**src/rtl/tap_pkg.sv**
```systemverilog
package tap_pkg;
  typedef enum logic [1:0] {
    MODE_FIR_COEF = 2'b00,
    MODE_FIR_DATA = 2'b01,
    MODE_COR_COEF = 2'b10,
    MODE_COR_DATA = 2'b11
  } tap_mode_e;

  localparam int unsigned PTR_STEP = 2;
  localparam int unsigned NUM_PTR  = 2;
endpackage

```
**src/rtl/tap_seq_ctrl.sv**
```systemverilog
module tap_seq_ctrl #(
  parameter int unsigned CNT_W = 8
) (
  input  logic             clk_i,
  input  logic             rst_ni,
  input  logic             start_i,
  input  logic [CNT_W-1:0] taps_i,
  input  logic             corr_i,
  output logic             load_o,
  output logic             cap_o,
  output logic             tap_end_o,
  output logic             busy_o,
  output logic             done_o
);
  logic             busy_q, done_q, corr_q;
  logic [1:0]       phase_q, last_ph;
  logic [CNT_W-1:0] left_q;

  assign load_o    = start_i && !busy_q;
  assign last_ph   = corr_q ? 2'd2 : 2'd1;
  assign tap_end_o = busy_q && (phase_q == last_ph);
  assign cap_o     = busy_q && (phase_q == 2'd1);
  assign busy_o    = busy_q;
  assign done_o    = done_q;

  always_ff @(posedge clk_i or negedge rst_ni) begin
    if (!rst_ni) begin
      busy_q  <= 1'b0;
      done_q  <= 1'b0;
      corr_q  <= 1'b0;
      phase_q <= 2'd0;
      left_q  <= '0;
    end else begin
      done_q <= 1'b0;
      if (load_o) begin
        corr_q  <= corr_i;
        phase_q <= 2'd0;
        left_q  <= taps_i;
        if (taps_i == '0) done_q <= 1'b1;
        else              busy_q <= 1'b1;
      end else if (busy_q) begin
        if (tap_end_o) begin
          phase_q <= 2'd0;
          left_q  <= left_q - 1'b1;
          if (left_q == CNT_W'(1)) begin
            busy_q <= 1'b0;
            done_q <= 1'b1;
          end
        end else begin
          phase_q <= phase_q + 2'd1;
        end
      end
    end
  end
endmodule

```
**src/rtl/tap_addr_gen.sv**
```systemverilog
module tap_addr_gen
  import tap_pkg::*;
#(
  parameter int unsigned ADDR_W = 16
) (
  input  logic              clk_i,
  input  logic              rst_ni,
  input  logic              load_i,
  input  logic              step_i,
  input  logic              dual_i,
  input  logic [ADDR_W-1:0] ptr_a_i,
  input  logic [ADDR_W-1:0] ptr_b_i,
  input  logic [ADDR_W-1:0] coef_i,
  input  logic [ADDR_W-1:0] base_i,
  input  logic [ADDR_W-1:0] len_i,
  output logic [ADDR_W-1:0] ptr_a_o,
  output logic [ADDR_W-1:0] ptr_b_o,
  output logic [ADDR_W-1:0] coef_o
);
  localparam int unsigned EW = ADDR_W + 1;

  logic [ADDR_W-1:0] cur [NUM_PTR];
  logic [ADDR_W-1:0] nxt [NUM_PTR];
  logic [ADDR_W-1:0] init [NUM_PTR];
  logic [NUM_PTR-1:0] adv;
  logic [ADDR_W-1:0] coef_q;
  logic [EW-1:0]     limit;

  assign limit   = EW'(base_i) + EW'(len_i);
  assign init[0] = ptr_a_i;
  assign init[1] = ptr_b_i;
  assign adv[0]  = step_i;
  assign adv[1]  = step_i && dual_i;

  for (genvar g = 0; g < NUM_PTR; g++) begin : g_ptr
    logic [EW-1:0] sum;
    logic [ADDR_W-1:0] ptr_q;
    assign sum    = EW'(cur[g]) + EW'(PTR_STEP);
    assign nxt[g] = (sum >= limit) ? base_i : sum[ADDR_W-1:0];
    assign cur[g] = ptr_q;
    always_ff @(posedge clk_i or negedge rst_ni) begin
      if (!rst_ni)     ptr_q <= '0;
      else if (load_i) ptr_q <= init[g];
      else if (adv[g]) ptr_q <= nxt[g];
    end
  end

  always_ff @(posedge clk_i or negedge rst_ni) begin
    if (!rst_ni)                 coef_q <= '0;
    else if (load_i)             coef_q <= coef_i;
    else if (step_i && !dual_i)  coef_q <= coef_q + 1'b1;
  end

  assign ptr_a_o = cur[0];
  assign ptr_b_o = cur[1];
  assign coef_o  = coef_q;
endmodule

```
**src/rtl/tap_mac_dp.sv**
```systemverilog
module tap_mac_dp #(
  parameter int unsigned DATA_W = 16
) (
  input  logic                clk_i,
  input  logic                rst_ni,
  input  logic                clear_i,
  input  logic                corr_i,
  input  logic                cap_i,
  input  logic                acc_en_i,
  input  logic [DATA_W-1:0]   a_i,
  input  logic [DATA_W-1:0]   b_i,
  output logic [3*DATA_W-1:0] acc_o
);
  localparam int unsigned PW = 2 * DATA_W;
  localparam int unsigned AW = 3 * DATA_W;

  logic signed [PW-1:0] prod, prod_q;
  logic [PW-1:0]        fir_sum;
  logic [AW-1:0]        acc_q, cor_sum;

  assign prod    = $signed(a_i) * $signed(b_i);
  // filter path: narrow add straight from the multiplier
  assign fir_sum = acc_q[PW-1:0] + prod;
  // correlation path: wide add from the registered product
  assign cor_sum = acc_q + {{DATA_W{prod_q[PW-1]}}, prod_q};

  always_ff @(posedge clk_i or negedge rst_ni) begin
    if (!rst_ni)    prod_q <= '0;
    else if (cap_i) prod_q <= prod;
  end

  always_ff @(posedge clk_i or negedge rst_ni) begin
    if (!rst_ni)       acc_q <= '0;
    else if (clear_i)  acc_q <= '0;
    else if (acc_en_i) acc_q <= corr_i ? cor_sum : {{DATA_W{fir_sum[PW-1]}}, fir_sum};
  end

  assign acc_o = acc_q;
endmodule

```
**src/rtl/tap_mac_engine.sv**
```systemverilog
module tap_mac_engine
  import tap_pkg::*;
#(
  parameter int unsigned DATA_W = 16,
  parameter int unsigned ADDR_W = 16,
  parameter int unsigned CNT_W  = 8
) (
  input  logic                clk_i,
  input  logic                rst_ni,
  input  logic                start_i,
  input  logic [1:0]          mode_i,
  input  logic [CNT_W-1:0]    taps_i,
  input  logic [ADDR_W-1:0]   ptr_a_i,
  input  logic [ADDR_W-1:0]   ptr_b_i,
  input  logic [ADDR_W-1:0]   coef_addr_i,
  input  logic [ADDR_W-1:0]   buf_base_i,
  input  logic [ADDR_W-1:0]   buf_len_i,
  output logic [ADDR_W-1:0]   rd_a_addr_o,
  input  logic [DATA_W-1:0]   rd_a_data_i,
  output logic [ADDR_W-1:0]   rd_b_addr_o,
  output logic                rd_b_coef_o,
  input  logic [DATA_W-1:0]   rd_b_data_i,
  output logic [ADDR_W-1:0]   ptr_a_o,
  output logic [ADDR_W-1:0]   ptr_b_o,
  output logic                busy_o,
  output logic                done_o,
  output logic [3*DATA_W-1:0] acc_o
);
  tap_mode_e         mode_q;
  logic [ADDR_W-1:0] base_q, len_q, coef_addr;
  logic              load, cap, tap_end, corr, dual;

  always_ff @(posedge clk_i or negedge rst_ni) begin
    if (!rst_ni) begin
      mode_q <= MODE_FIR_COEF;
      base_q <= '0;
      len_q  <= '0;
    end else if (load) begin
      mode_q <= tap_mode_e'(mode_i);
      base_q <= buf_base_i;
      len_q  <= buf_len_i;
    end
  end

  assign corr = (mode_q == MODE_COR_COEF) || (mode_q == MODE_COR_DATA);
  assign dual = (mode_q == MODE_FIR_DATA) || (mode_q == MODE_COR_DATA);

  tap_seq_ctrl #(.CNT_W(CNT_W)) u_seq (
    .clk_i     (clk_i),
    .rst_ni    (rst_ni),
    .start_i   (start_i),
    .taps_i    (taps_i),
    .corr_i    (mode_i[1]),
    .load_o    (load),
    .cap_o     (cap),
    .tap_end_o (tap_end),
    .busy_o    (busy_o),
    .done_o    (done_o)
  );

  tap_addr_gen #(.ADDR_W(ADDR_W)) u_addr (
    .clk_i   (clk_i),
    .rst_ni  (rst_ni),
    .load_i  (load),
    .step_i  (tap_end),
    .dual_i  (dual),
    .ptr_a_i (ptr_a_i),
    .ptr_b_i (ptr_b_i),
    .coef_i  (coef_addr_i),
    .base_i  (load ? buf_base_i : base_q),
    .len_i   (load ? buf_len_i : len_q),
    .ptr_a_o (ptr_a_o),
    .ptr_b_o (ptr_b_o),
    .coef_o  (coef_addr)
  );

  tap_mac_dp #(.DATA_W(DATA_W)) u_dp (
    .clk_i    (clk_i),
    .rst_ni   (rst_ni),
    .clear_i  (load),
    .corr_i   (corr),
    .cap_i    (cap),
    .acc_en_i (tap_end),
    .a_i      (rd_a_data_i),
    .b_i      (rd_b_data_i),
    .acc_o    (acc_o)
  );

  assign rd_a_addr_o = ptr_a_o;
  assign rd_b_addr_o = dual ? ptr_b_o : coef_addr;
  assign rd_b_coef_o = !dual;
endmodule

```
**config.mk**
```make
export PLATFORM = sky130hd
export DESIGN_NAME = tap_mac_engine
export DESIGN_NICKNAME = d
export VERILOG_FILES = /design/src/rtl/tap_pkg.sv /design/src/rtl/tap_seq_ctrl.sv /design/src/rtl/tap_addr_gen.sv /design/src/rtl/tap_mac_dp.sv /design/src/rtl/tap_mac_engine.sv
export SDC_FILE = /design/constraint.sdc
export NUM_CORES = 1
export LEC_CHECK = 0
export BUFFER_PORTS_ARGS = -buffer_cell sky130_fd_sc_hd__buf_2
export CAP_MARGIN = 30
export CORE_MARGIN = 5
export CORE_UTILIZATION = 45
export CTS_BUF_LIST = sky130_fd_sc_hd__clkbuf_16
export DETAILED_ROUTE_END_ITERATION = 8
export PLACE_DENSITY_LB_ADDON = 0.25
export SLEW_MARGIN = 40
export SYNTH_ARGS = -nofsm -noshare
export SYNTH_HDL_FRONTEND = slang
export SYNTH_HIERARCHICAL = 1
export SYNTH_SLANG_ARGS = --single-unit
```
**constraint.sdc**
```tcl
create_clock -name clk_i -period 9.7 [get_ports clk_i]
set_input_delay 0.97 -clock clk_i [delete_from_list [all_inputs] [get_ports clk_i]]
set_output_delay 0.97 -clock clk_i [all_outputs]
set_load 0.05 [all_outputs]
```
==> metrics.yaml <==
run_status:
  run_status: "finished clean"
cts:
  cts_max_level: 4
  cts_buffers: 17
  clk_latency_ns: 0.49
  cts-root-buf: "clkbuf_16"
  tritoncts: "done"
  clk_pin_slew_ns: 0.08
  cts.sinks: 175
  clockBufferDepth: 2
  cts_resized: 0
  post_cts_buffers: 0
  cts_hold_buffers: 0
place:
  io_buffer_count: 239
  globalplace.congestion: 0.936
  dpl.hpwl_um: 54300
synthesis:
  yosysUniqueCellTypes: 101
  yosys_warnings: 6
  post_synth.cell_area_avg_um2: 9.14
  synth_flop_cell: "dfrtp_1"
  synthesis.nets: 3270
  netlist_area_um2: 24400
  ys_async_sr_fraction_pct: 100
  ys_seq_area_share_pct: 17.9
  synthCells: 2668
  synth_edf_count: 0
  ys_seq_elements: 175
floorplanning:
  num_rows: 85
  coreArea_um2: 53800
  dieArea_um2: 59000
  initial_core_util_pct: 45.3
  io_pins: 240
  chipWidth_um: 243
  fp.dieH_um: 243
grt:
  track_usage_pct: 22.8
  antenna_found_initial: 2
  grt_overflow: 0
  grt_max_degree: 111
  grt_pass1_wl_um: 110000
  grt_pass1_vias: 20284
setup_path:
  cpPeakStageDelay_ns: 0.55
  rr_worst_depth: 18
  rr_endpoint: "u_addr/ptr_a_o[14]$_DFFE_PN0P_"
  startpoint_type: "input port"
  endpoint_kind: "flip-flop"
  crit_top_cell: "fa_1"
  cp_data_required_time_ns: 10.06
  path_class: "in -> reg"
  reg2reg_from: "u_seq/busy_o$_DFFE_PN0P_"
  critPathLaunch: "rd_a_data_i[7]"
  arrival_ns: 9.29
  rrSetupSlack_ns: 3.57
  cp_slowest_cell: "fa_1"
  crit_fanout: 17
sta:
  setup_violations: 0
  max_freq_mhz: 112
  hold_viol: 0
  clock_skew_ns: 0.0138
  slew_headroom_pct: 47.9
  slew_viol_final: 0
  rsz0062_at_grt: "no"
  fin_crit_sh_pct: 92.1
  worst_pin_slew_ns: 0.780
  period_needed_ns: 8.93
  tns_ns: 0
routing:
  drt_iter0_markers: 1217
  wl_um: 67200
  vias: 19797
  wire_per_inst_um: 19.0
  drc_errors: 0
  avgViaCountPerCell: 5.59
  first_pass_iters: 6
  detail-route-antenna-nets: 0
cells_and_area:
  layout-drive-gt1-share_pct: 14.1
  syn_to_final_growth_pct: 9.05
  nNetsFinal: 3431
min_path:
  min_path_type: "in -> async"
flow_run:
  cap_violations: 0
[cell usage in the layout (no fill, tap or decap), types with 35 or more instances in the layout]
master,netlist,layout
xnor2_1,90,90
mux2_4,38,38
nand3_1,45,45
a21o_1,67,67
dfrtp_1,175,174
ha_1,212,212
xor2_1,57,57
and2_1,136,136
fa_1,265,265
inv_1,355,353
mux2i_1,35,35
o21ai_0,105,105
nand2_1,238,238
a21oi_1,148,148
mux2_2,41,41
and3_1,51,51
buf_2,2,238
nor2_1,119,118
[layout make-up]
| cell class | count | area, µm² |
|---|---|---|
| fill | 5178 | 27200 |
| multi-input combinational | 2029 | 18100 |
| sequential | 175 | 4380 |
| inverter | 355 | 1340 |
| timing repair buffer | 251 | 1310 |
| tap | 696 | 871 |
| clock buffer | 17 | 425 |
| clock inverter | 15 | 193 |
| antenna | 1 | 2.50 |
[kinds of logic (layout without fill, tap and decap cells)]
logic type / count (synthesis) / after routing / synth area share [%]
AOI/OAI and AO/OA: 560 / 560 / 15.2
muxes: 114 / 114 / 5.67
DFF: 175 / 175 / 17.9
xor gates and xnor gates: 149 / 149 / 5.49
adders and majority gates: 478 / 478 / 32.7
other: 0 / 1 / 0
and+or+nand+nor: 728 / 728 / 15.1
buffers and inverters: 464 / 638 / 7.94
[worst max-delay path, delay by kind of cell]
family / cells / cell delay, ns
adders and majority gates: 8 / 3.64
AOI/OAI and AO/OA: 10 / 1.84
buffers and inverters: 4 / 0.50
xor gates and xnor gates: 1 / 0.15
and+or+nand+nor: 8 / 2.17
[stage by stage]
stage | std cells | cell area [µm²] | util (%) | hold WS, ns | setup slack, ns
6_report | 3539 | 26600 | 49.4 | 0.458 | 0.771
5_1_grt | 3539 | 26600 | 49.4 | 0.487 | 0.291
4_1_cts | 3538 | 26600 | 49.4 | 0.460 | 0.809
3_5_place_dp | 3506 | 26000 | 48.3 | 0.484 | 0.306
3_3_place_gp | 3506 | 26000 | 48.2 | 0.488 | 0.464
2_1_floorplan | 2668 | 24400 | - | 0.460 | 1.01
[synthesized netlist by cell type (38+ instances only)]
cell | number | area share [%]
inv_1 | 355 | 5.5
fa_1 | 265 | 22
nand2_1 | 238 | 3.7
ha_1 | 212 | 11
dfrtp_1 | 175 | 18
a21oi_1 | 148 | 3.0
and2_1 | 136 | 3.5
nor2_1 | 119 | 1.8
o21ai_0 | 105 | 2.2
xnor2_1 | 90 | 3.2
clkbuf_1 | 74 | 1.1
a21o_1 | 67 | 2.1
xor2_1 | 57 | 2.0
and3_1 | 51 | 1.3
nand3_1 | 45 | 0.92
mux2_2 | 41 | 1.9
mux2_4 | 38 | 2.3
[sequential cells by signal, indices dropped and copies added, names as in the netlist]
signal,flops
u_seq/busy_o,1
base_q,16
u_seq/done_o,1
u_dp/acc_o,48
u_addr/coef_o,16
u_addr/ptr_a_o,16
u_seq/phase_q,2
u_dp/prod_q,32
u_addr/ptr_b_o,16
len_q,16
u_seq/corr_q,1
u_seq/left_q,8
mode_q,2
[how the worst max path moves through the flow]
stage,end,cells after the start,slack [ns]
floorplan,u_dp/acc_o[39]$_DFFE_PN0P_,31,1.01
global placement,u_dp/acc_o[45]$_DFFE_PN0P_,31,0.46
detailed placement,u_dp/acc_o[45]$_DFFE_PN0P_,31,0.31
CTS,u_dp/acc_o[45]$_DFFE_PN0P_,31,0.81
global route,u_dp/acc_o[45]$_DFFE_PN0P_,31,0.29
finish,u_dp/acc_o[45]$_DFFE_PN0P_,31,0.77
[metal layers]
metal	up-vias	track usage, %	part of all wire, %
met5	-	0	0.015
met4	2	6.41	2.2
li1	9309	-	-
met3	100	3.03	4.6
met1	9844	31.1	45
met2	542	38.2	49
Power is left out: the tool's default activity adds up to more than one toggle a clock period on the data nets, which glitch-free logic cannot reach.
